==> config.mk <==
export PLATFORM = sky130hd
export DESIGN_NAME = f2b_convert
export DESIGN_NICKNAME = d
export VERILOG_FILES = /design/src/rtl/f2b_pkg.sv /design/src/rtl/f2b_classify.sv /design/src/rtl/f2b_round.sv /design/src/rtl/f2b_nan_shape.sv /design/src/rtl/f2b_convert.sv
export SDC_FILE = /design/constraint.sdc
export NUM_CORES = 1
export LEC_CHECK = 0
export ABC_CLOCK_PERIOD_IN_PS = 1450
export BUFFER_PORTS_ARGS = -buffer_cell sky130_fd_sc_hd__buf_2
export CORE_ASPECT_RATIO = 0.5
export CORE_UTILIZATION = 39
export CTS_CLUSTER_SIZE = 16
export DETAILED_ROUTE_END_ITERATION = 8
export PLACE_DENSITY_LB_ADDON = 0.12
export SYNTH_ARGS = -nofsm -noshare
export SYNTH_HDL_FRONTEND = slang
export SYNTH_SLANG_ARGS = --single-unit
==> constraint.sdc <==
create_clock -name clk -period 1.45 [get_ports clk]
set_input_delay 0.3625 -clock clk [delete_from_list [all_inputs] [get_ports clk]]
set_output_delay 0.3625 -clock clk [all_outputs]
set_load 0.01 [all_outputs]
==> src/rtl/f2b_pkg.sv <==
package f2b_pkg;

    // Operand classes that the conversion datapath needs.
    typedef struct packed {
        logic is_nan;
        logic is_snan;
        logic is_inf;
        logic is_zero;
    } f2b_class_t;

endpackage

==> src/rtl/f2b_classify.sv <==
module f2b_classify
    import f2b_pkg::*;
#(
    parameter int EXP_W = 8,
    parameter int MAN_W = 23
) (
    input  logic [EXP_W+MAN_W-1:0] mag,
    output f2b_class_t             cls
);
    logic [EXP_W-1:0] exp_f;
    logic [MAN_W-1:0] man_f;
    logic             exp_ones;
    logic             exp_zero;
    logic             man_zero;

    always_comb begin
        exp_f    = mag[EXP_W+MAN_W-1:MAN_W];
        man_f    = mag[MAN_W-1:0];
        exp_ones = &exp_f;
        exp_zero = ~|exp_f;
        man_zero = ~|man_f;

        cls.is_nan  = exp_ones & ~man_zero;
        // Signalling: quiet bit (top fraction bit) clear, payload nonzero.
        cls.is_snan = exp_ones & ~man_zero & ~man_f[MAN_W-1];
        cls.is_inf  = exp_ones & man_zero;
        cls.is_zero = exp_zero & man_zero;
    end
endmodule

==> src/rtl/f2b_round.sv <==
module f2b_round #(
    parameter int SRC_W  = 32,
    parameter int DST_W  = 16
) (
    input  logic [SRC_W-1:0] word,
    output logic [DST_W-1:0] rounded
);
    localparam int DROP_W = SRC_W - DST_W;

    logic [DST_W-1:0]  keep;
    logic [DROP_W-1:0] low;
    logic              guard;
    logic              sticky;
    logic              bump;

    always_comb begin
        keep   = word[SRC_W-1:DROP_W];
        low    = word[DROP_W-1:0];
        guard  = low[DROP_W-1];
        sticky = |low[DROP_W-2:0];
        // Above half: guard and sticky. Exact half: guard and odd lsb.
        bump    = guard & (sticky | keep[0]);
        // Plain add; a fraction carry ripples into the exponent field.
        rounded = keep + {{(DST_W-1){1'b0}}, bump};
    end
endmodule

==> src/rtl/f2b_nan_shape.sv <==
module f2b_nan_shape #(
    parameter int EXP_W     = 8,
    parameter int DST_MAN_W = 7
) (
    input  logic [EXP_W+DST_MAN_W:0] upper,
    input  logic                     canon,
    output logic [EXP_W+DST_MAN_W:0] nan_half
);
    localparam int DST_W = 1 + EXP_W + DST_MAN_W;
    localparam logic [DST_W-1:0] QUIET_BIT = DST_W'(1) << (DST_MAN_W - 1);
    localparam logic [DST_W-1:0] CANON_NAN =
        {1'b0, {EXP_W{1'b1}}, 1'b1, {(DST_MAN_W-1){1'b0}}};

    always_comb begin
        if (canon) nan_half = CANON_NAN;
        else       nan_half = upper | QUIET_BIT;
    end
endmodule

==> src/rtl/f2b_convert.sv <==
module f2b_convert
    import f2b_pkg::*;
#(
    parameter int EXP_W     = 8,
    parameter int SRC_MAN_W = 23,
    parameter int DST_MAN_W = 7
) (
    input  logic                           clk,
    input  logic                           rst_n,
    input  logic                           in_valid,
    output logic                           in_ready,
    input  logic [EXP_W+SRC_MAN_W:0]       in_word,
    input  logic                           nan_canon,
    output logic                           out_valid,
    output logic [EXP_W+DST_MAN_W:0]       out_half,
    output logic                           out_invalid
);
    localparam int SRC_W  = 1 + EXP_W + SRC_MAN_W;
    localparam int DST_W  = 1 + EXP_W + DST_MAN_W;
    localparam int DROP_W = SRC_W - DST_W;
    localparam logic [SRC_W-2:0] INF_MAG = {{EXP_W{1'b1}}, {SRC_MAN_W{1'b0}}};
    localparam logic [DST_W-1:0] CANON_NAN =
        {1'b0, {EXP_W{1'b1}}, 1'b1, {(DST_MAN_W-1){1'b0}}};

    typedef struct packed {
        logic             valid;
        logic [DST_W-1:0] half;
        logic             invalid;
    } stage_t;

    stage_t           stage_d, stage_q;
    f2b_class_t       cls;
    logic [DST_W-1:0] rounded;
    logic [DST_W-1:0] nan_half;
    logic             accept;

    f2b_classify #(.EXP_W(EXP_W), .MAN_W(SRC_MAN_W)) u_class (
        .mag (in_word[SRC_W-2:0]),
        .cls (cls)
    );

    f2b_round #(.SRC_W(SRC_W), .DST_W(DST_W)) u_round (
        .word    (in_word),
        .rounded (rounded)
    );

    f2b_nan_shape #(.EXP_W(EXP_W), .DST_MAN_W(DST_MAN_W)) u_nan (
        .upper    (in_word[SRC_W-1:DROP_W]),
        .canon    (nan_canon),
        .nan_half (nan_half)
    );

    assign in_ready = 1'b1;
    assign accept   = in_valid & in_ready;

    always_comb begin
        stage_d         = stage_q;
        stage_d.valid   = accept;
        stage_d.invalid = accept & cls.is_snan;
        if (accept) stage_d.half = cls.is_nan ? nan_half : rounded;
    end

    always_ff @(posedge clk) begin
        if (!rst_n) stage_q <= '0;
        else        stage_q <= stage_d;
    end

    assign out_valid   = stage_q.valid;
    assign out_half    = stage_q.half;
    assign out_invalid = stage_q.invalid;

    // an accepted operand yields a result on the following cycle.
    a_r1_valid_next: assert property (@(posedge clk) disable iff (!rst_n)
        accept |=> out_valid);
    // an idle cycle yields no valid result and leaves the result unchanged.
    a_r1_idle_hold: assert property (@(posedge clk) disable iff (!rst_n)
        !in_valid |=> (!out_valid && $stable(out_half)));
    // a NaN in payload mode leaves a quiet NaN with the same sign.
    a_r4_quiet_nan: assert property (@(posedge clk) disable iff (!rst_n)
        (accept && !nan_canon && in_word[SRC_W-2:0] > INF_MAG) |=>
        (&out_half[DST_W-2:DST_MAN_W-1]) && out_half[DST_W-1] == $past(in_word[SRC_W-1]));
    // canonical NaN mode.
    a_r5_canon_nan: assert property (@(posedge clk) disable iff (!rst_n)
        (accept && nan_canon && in_word[SRC_W-2:0] > INF_MAG) |=> out_half == CANON_NAN);
    // the flag only ever accompanies a valid NaN result.
    a_r6_flag_nan_only: assert property (@(posedge clk) disable iff (!rst_n)
        out_invalid |-> (out_valid && (&out_half[DST_W-2:DST_MAN_W-1])));
    // infinities and zeros keep their sign and class.
    a_r10_inf_zero: assert property (@(posedge clk) disable iff (!rst_n)
        (accept && (cls.is_inf || cls.is_zero)) |=>
        out_half[DST_W-2:0] == ($past(cls.is_inf) ? {{EXP_W{1'b1}}, {DST_MAN_W{1'b0}}}
                                                  : {(DST_W-1){1'b0}}));
    // finite operands never produce a result above infinity magnitude.
    a_r12_no_wrap: assert property (@(posedge clk) disable iff (!rst_n)
        (accept && in_word[SRC_W-2:0] <= INF_MAG) |=>
        (out_half[DST_W-2:0] <= {{EXP_W{1'b1}}, {DST_MAN_W{1'b0}}} &&
         out_half[DST_W-1] == $past(in_word[SRC_W-1])));
    // the block never stalls.
    a_r13_ready: assert property (@(posedge clk) disable iff (!rst_n) in_ready);
endmodule

; ---- Yosys cells after proc, flatten, opt, wreduce, memory -nomap -nowiden
; Cells that the tools add are included.
[word_totals]
regBits = 18
input_bits = 36
output_inout_bits = 19
word_cells = 15
[classes]
add_sub_neg = 1
mux = 2
bitwise = 6
n_reduce_logical = 3
[ops]
columns = op, count
row1 = 16-bit two-way mux, 2
row2 = 23-bit OR reduction, 1
row3 = 16-bit by 1-bit adder with 16-bit output, 1
row4 = 15-bit OR reduction, 1
row5 = 8-bit AND reduction, 1
row6 = 1-bit AND, 4
row7 = 1-bit inverter, 1
row8 = 1-bit OR, 1

; ---- Longest topological paths before layout
[depth]
word_depth = 5
mapped_depth = 7
depth_no_buf = 7

; ---- Hierarchy
; From an unflattened synthesis, not the netlist that was laid out.
[hier_totals]
hier_cells = 161
area_unflattened_um2 = 1393.8
[modules_own_cells]
columns = module, n_inst, cells_each, area_each_um2, seq_area_each_um2
row1 = f2b_convert, 1, 76, 754.5, 360.3
row2 = f2b_round, 1, 47, 379.1, 0.0
row3 = f2b_classify, 1, 20, 137.6, 0.0
row4 = f2b_nan_shape, 1, 18, 122.6, 0.0

; ---- Worst setup path after synthesis
; OpenSTA, ideal clock, no wires.
[synth_path]
path_kind = input-to-reg
startpoint = in in_word[16]
endpoint = reg stage_q, in the netlist out_half[10]
setup_ns = 0.136
arrival_time_ns = 1.273
required_ns = 1.314
slack_ns = 0.040
cell_stages = 7
n_path_buf = 0
cell_sequence = and2_1 > ha_1 > nand2_1 > nor2_2 > and4_2 > xnor2_1 > a31oi_1
[synth_via]
elab_chain_cells = 4
elab_cells_between_ends = 6
cone_classes = 1 x add/sub / 1 x mux / 3 x bitwise / 1 x reduce/logical
[synth_rtl]
columns = item, line
row1 = start: declaration, f2b_convert.sv:12  ; input logic [EXP_W+SRC_MAN_W:0] in_word,
row2 = 1-bit OR, f2b_round.sv:22  ; bump = guard & (sticky | keep[0]);
row3 = 1-bit AND, f2b_round.sv:22
row4 = 16-bit by 1-bit adder with 16-bit output, f2b_round.sv:24  ; rounded = keep + {{(DST_W-1){1'b0}}, bump};
row5 = 16-bit two-way mux *, f2b_convert.sv:60  ; if (accept) stage_d.half = cls.is_nan ? nan_half : rounded;
row6 = end signal: assignment, f2b_convert.sv:65  ; else stage_q <= stage_d;
row7 = end: declaration, f2b_convert.sv:31  ; stage_t stage_d, stage_q;
; Mark *: on every way between the ends. The rest lies on a longest branch, timed or not.
; A chain may end at the register's enable or synchronous reset.

; ---- Worst setup path in the final report
[layout_path]
startpoint = in in_word[15]
endpoint = reg stage_q, in the netlist out_half[2]
[layout_via]
elab_chain_cells = 3
elab_cells_between_ends = 5
cone_classes = 1 x add/sub / 1 x mux / 2 x bitwise / 1 x reduce/logical
[layout_rtl]
columns = item, line
row1 = 1-bit AND or 23-bit OR reduction (tied branches), "f2b_round.sv:22, f2b_classify.sv:21"
row2 = 16-bit by 1-bit adder with 16-bit output or 1-bit AND (tied branches), "f2b_round.sv:24, f2b_classify.sv:23"
row3 = 16-bit two-way mux *, f2b_convert.sv:60
; Marks and branches as above.

==> metrics.txt <==
most frequent cells after synthesis dfxtp_1, nand2_1, o21ai_0; Setup Slack @ Placement -194 ps; clock tree from TritonCTS yes; total standard cell area after synthesis 1030 µm²; least setup slack across all paths after layout 95.3 ps; leading cell types by total area after synthesis dfxtp_1, a31oi_1, o21ai_0; Final Hold Fails 0; number of buffers added by the clock tree synthesis step 3; max incr delay on CP 270 ps; total area of sequential cells 360 µm²; port buffer count 53; Overflow after GRT 0; fin nets 239; net count after synthesis 162; PwrDens 737 nW/µm²; PnR Total Power approximately 1.1 mW; number of diodes 0; Skew-Pair Late Insertion Delay 260 ps; register bit count reported by yosys 18; Max H-tree Level 1; via count of the first global-routing pass 1016; std cell rows 12; cell repeated most along the worst path buf_4; post-synth top area share between 30% and 40%; Initial Utilization between 40% and 50%; slowest stage cell, crit path o21ai_4; Placed Cells incl. Taps 231; clock tree buffer depth 2; Area after DPL 1490 µm²; starting DRC count in detailed routing 79; fin area 1560 µm²; non-filler cells in the finished layout 235; remaining design rule violation count 0; total via count after detailed routing 1217; number of hold buffers added after cts 0; cell depth of the worst min-delay path 3; die boundary width 74.6 µm; per-instance average area after synthesis between 8 and 9 µm²; number of placed I/O pins 55; area taken by multi-input logic gates between 600 and 700 µm²; count of flip-flops with a built-in enable after synthesis 0; initial antenna violation count 0; die footprint 2860 µm²; most numerous cell in the Yosys netlist dfxtp_1; Post-synth top flop dfxtp_1; Reg clk slew, reported paths 70 ps; Final Critical Period 1350 ps; Filler cells 228; number of distinct library cells after synthesis 37; Critical Path Source Type input port; maximum frequency from static timing analysis 738 MHz; data arrival at the endpoint of the critical path 1540 ps; cells on worst reg2reg path 2; synth warn 0; height of the die around 38 µm; post-route clock skew 0 ps; element type at the critical path end flop; RSZ-0062 raised after global routing true; antenna violation net count after detailed routing 0; run status complete, no violations; path class of the lowest-slack min-delay path in -> reg; final weighted congestion in routability-driven placement 0.842; share of the cycle needed by the critical path after routing between 90% and 100%; largest net degree at the start of global routing 17; count of final setup violators 0; number of pins exceeding their max-slew limit in the final report 0; master cell of the clock root buffer clkbuf_8; required time of the critical path ~1600 ps; CTS sink count 18; max cap viols 0; Peak supply drop 452 µV; critical-path cell list buf_2 -> buf_4 -> nor4_2 -> nand2_1 -> o21ai_4 -> buf_4 -> a21oi_1 -> o21ai_0; Via density slightly above 5; mean routed wirelength per cell 12.3 µm; worst-path fanout max 5; class of the most critical setup path in -> reg; cell type with the largest total area after synthesis dfxtp_1; hold_ws approximately 360 ps; wire length of the first global-routing pass 4.46 mm; Detailed Place HPWL 2.28 mm; cell leakage power about 0.7 nW; proportion of synthesized chip area in sequential cells around a third; share of final-layout standard cells stronger than drive strength 1 46.0%; area added between synthesis and finish 51.8%; total routing resource utilization after global routing a little over a fifth; async set-or-reset flop fraction in the synthesized netlist 0%; Total Routed Length 2.89 mm; core area 2340 µm²; cells after synthesis 125; number of iterations in the first detailed-routing pass 4
## final timing paths
path | from | end | slack (ps)
max reg2reg | out_half[12] | out_half[12] | 820
min reg2reg | out_half[15] | out_half[15] | 440
max | in_word[15] | out_half[2] | 100
min | in_word[31] | out_half[15] | 360
## stage by stage
| step | utilization (%) | setup TNS (ps) |
|---|---|---|
| final | 66.6 | 0 |
| after global routing | 66.6 | -230 |
| after CTS | 65.4 | 0 |
| after detailed placement | 63.7 | -2440 |
| after global placement | 63.7 | -1960 |
| after floorplan | - | 0 |
## cells in the final DEF, fill, tap and decap left out, types with 2 or more instances in the layout
cell | netlist | routed
nor3_2 | 2 | 2
a31oi_1 | 12 | 12
nand2_1 | 16 | 16
nand4_1 | 4 | 4
and4_1 | 2 | 2
clkbuf_8 | 0 | 3
dfxtp_1 | 18 | 18
buf_2 | 0 | 53
o21ai_0 | 15 | 15
nor4_1 | 5 | 2
nor2_1 | 7 | 7
inv_1 | 2 | 2
a21oi_1 | 4 | 4
nor4_2 | 0 | 3
xnor2_1 | 4 | 4
xor2_1 | 4 | 4
nand3b_1 | 2 | 2
buf_4 | 1 | 23
nand3_1 | 2 | 2
nor3_1 | 3 | 3
## flip-flops by register name, summed over array words and instances, names as in the netlist
| register | count |
|---|---|
| out_half | 16 |
| out_invalid | 1 |
| out_valid | 1 |
## cell families (layout without fill, tap and decap cells)
group,after synthesis,after routing,share of synthesized area (%)
AO/OA/AOI/OAI,38,38,23.5
adder cells (fa/ha/maj),1,1,1.22
XOR/XNOR,8,8,6.82
flip-flops,18,18,35.1
other,1,1,0.365
AND/OR/NAND/NOR,52,52,29.4
buffers and inverters,7,82,3.65
## what timing repair did
item                       4_1_cts  5_1_grt
setup buffers                    0        1
resized for setup                0        3
setup endpoints to repair        0       12
## layer usage
metal  vias to the layer above  share of wire (%)  GRT usage [%]
li1                        623                  -              -
met4                         0               0.21           2.83
met5                         -                  0              0
met3                         2                6.4           5.79
met1                       547                 49           28.5
met2                        45                 44           36.5
## power breakdown
part / switching (mW) / internal [mW]
clock network: 0.172 / 0.185
registers: 0.0129 / 0.526
logic: 0.130 / 0.123
total: 0.315 / 0.834
## critical path, delay by kind of cell
| family | cells | cell delay (ps) |
|---|---|---|
| buffers and inverters | 3 | 400 |
| AND/OR/NAND/NOR | 2 | 340 |
| AO/OA/AOI/OAI | 3 | 450 |
## final cells by class
type | instances | area share [%]
clock buffer | 3 | 2.65
inverter | 2 | 0.482
multi-input combinational | 100 | 41.6
sequential | 18 | 23.1
tap | 35 | 2.81
timing repair buffer | 77 | 29.4
(Power assumes the default switching activity.)
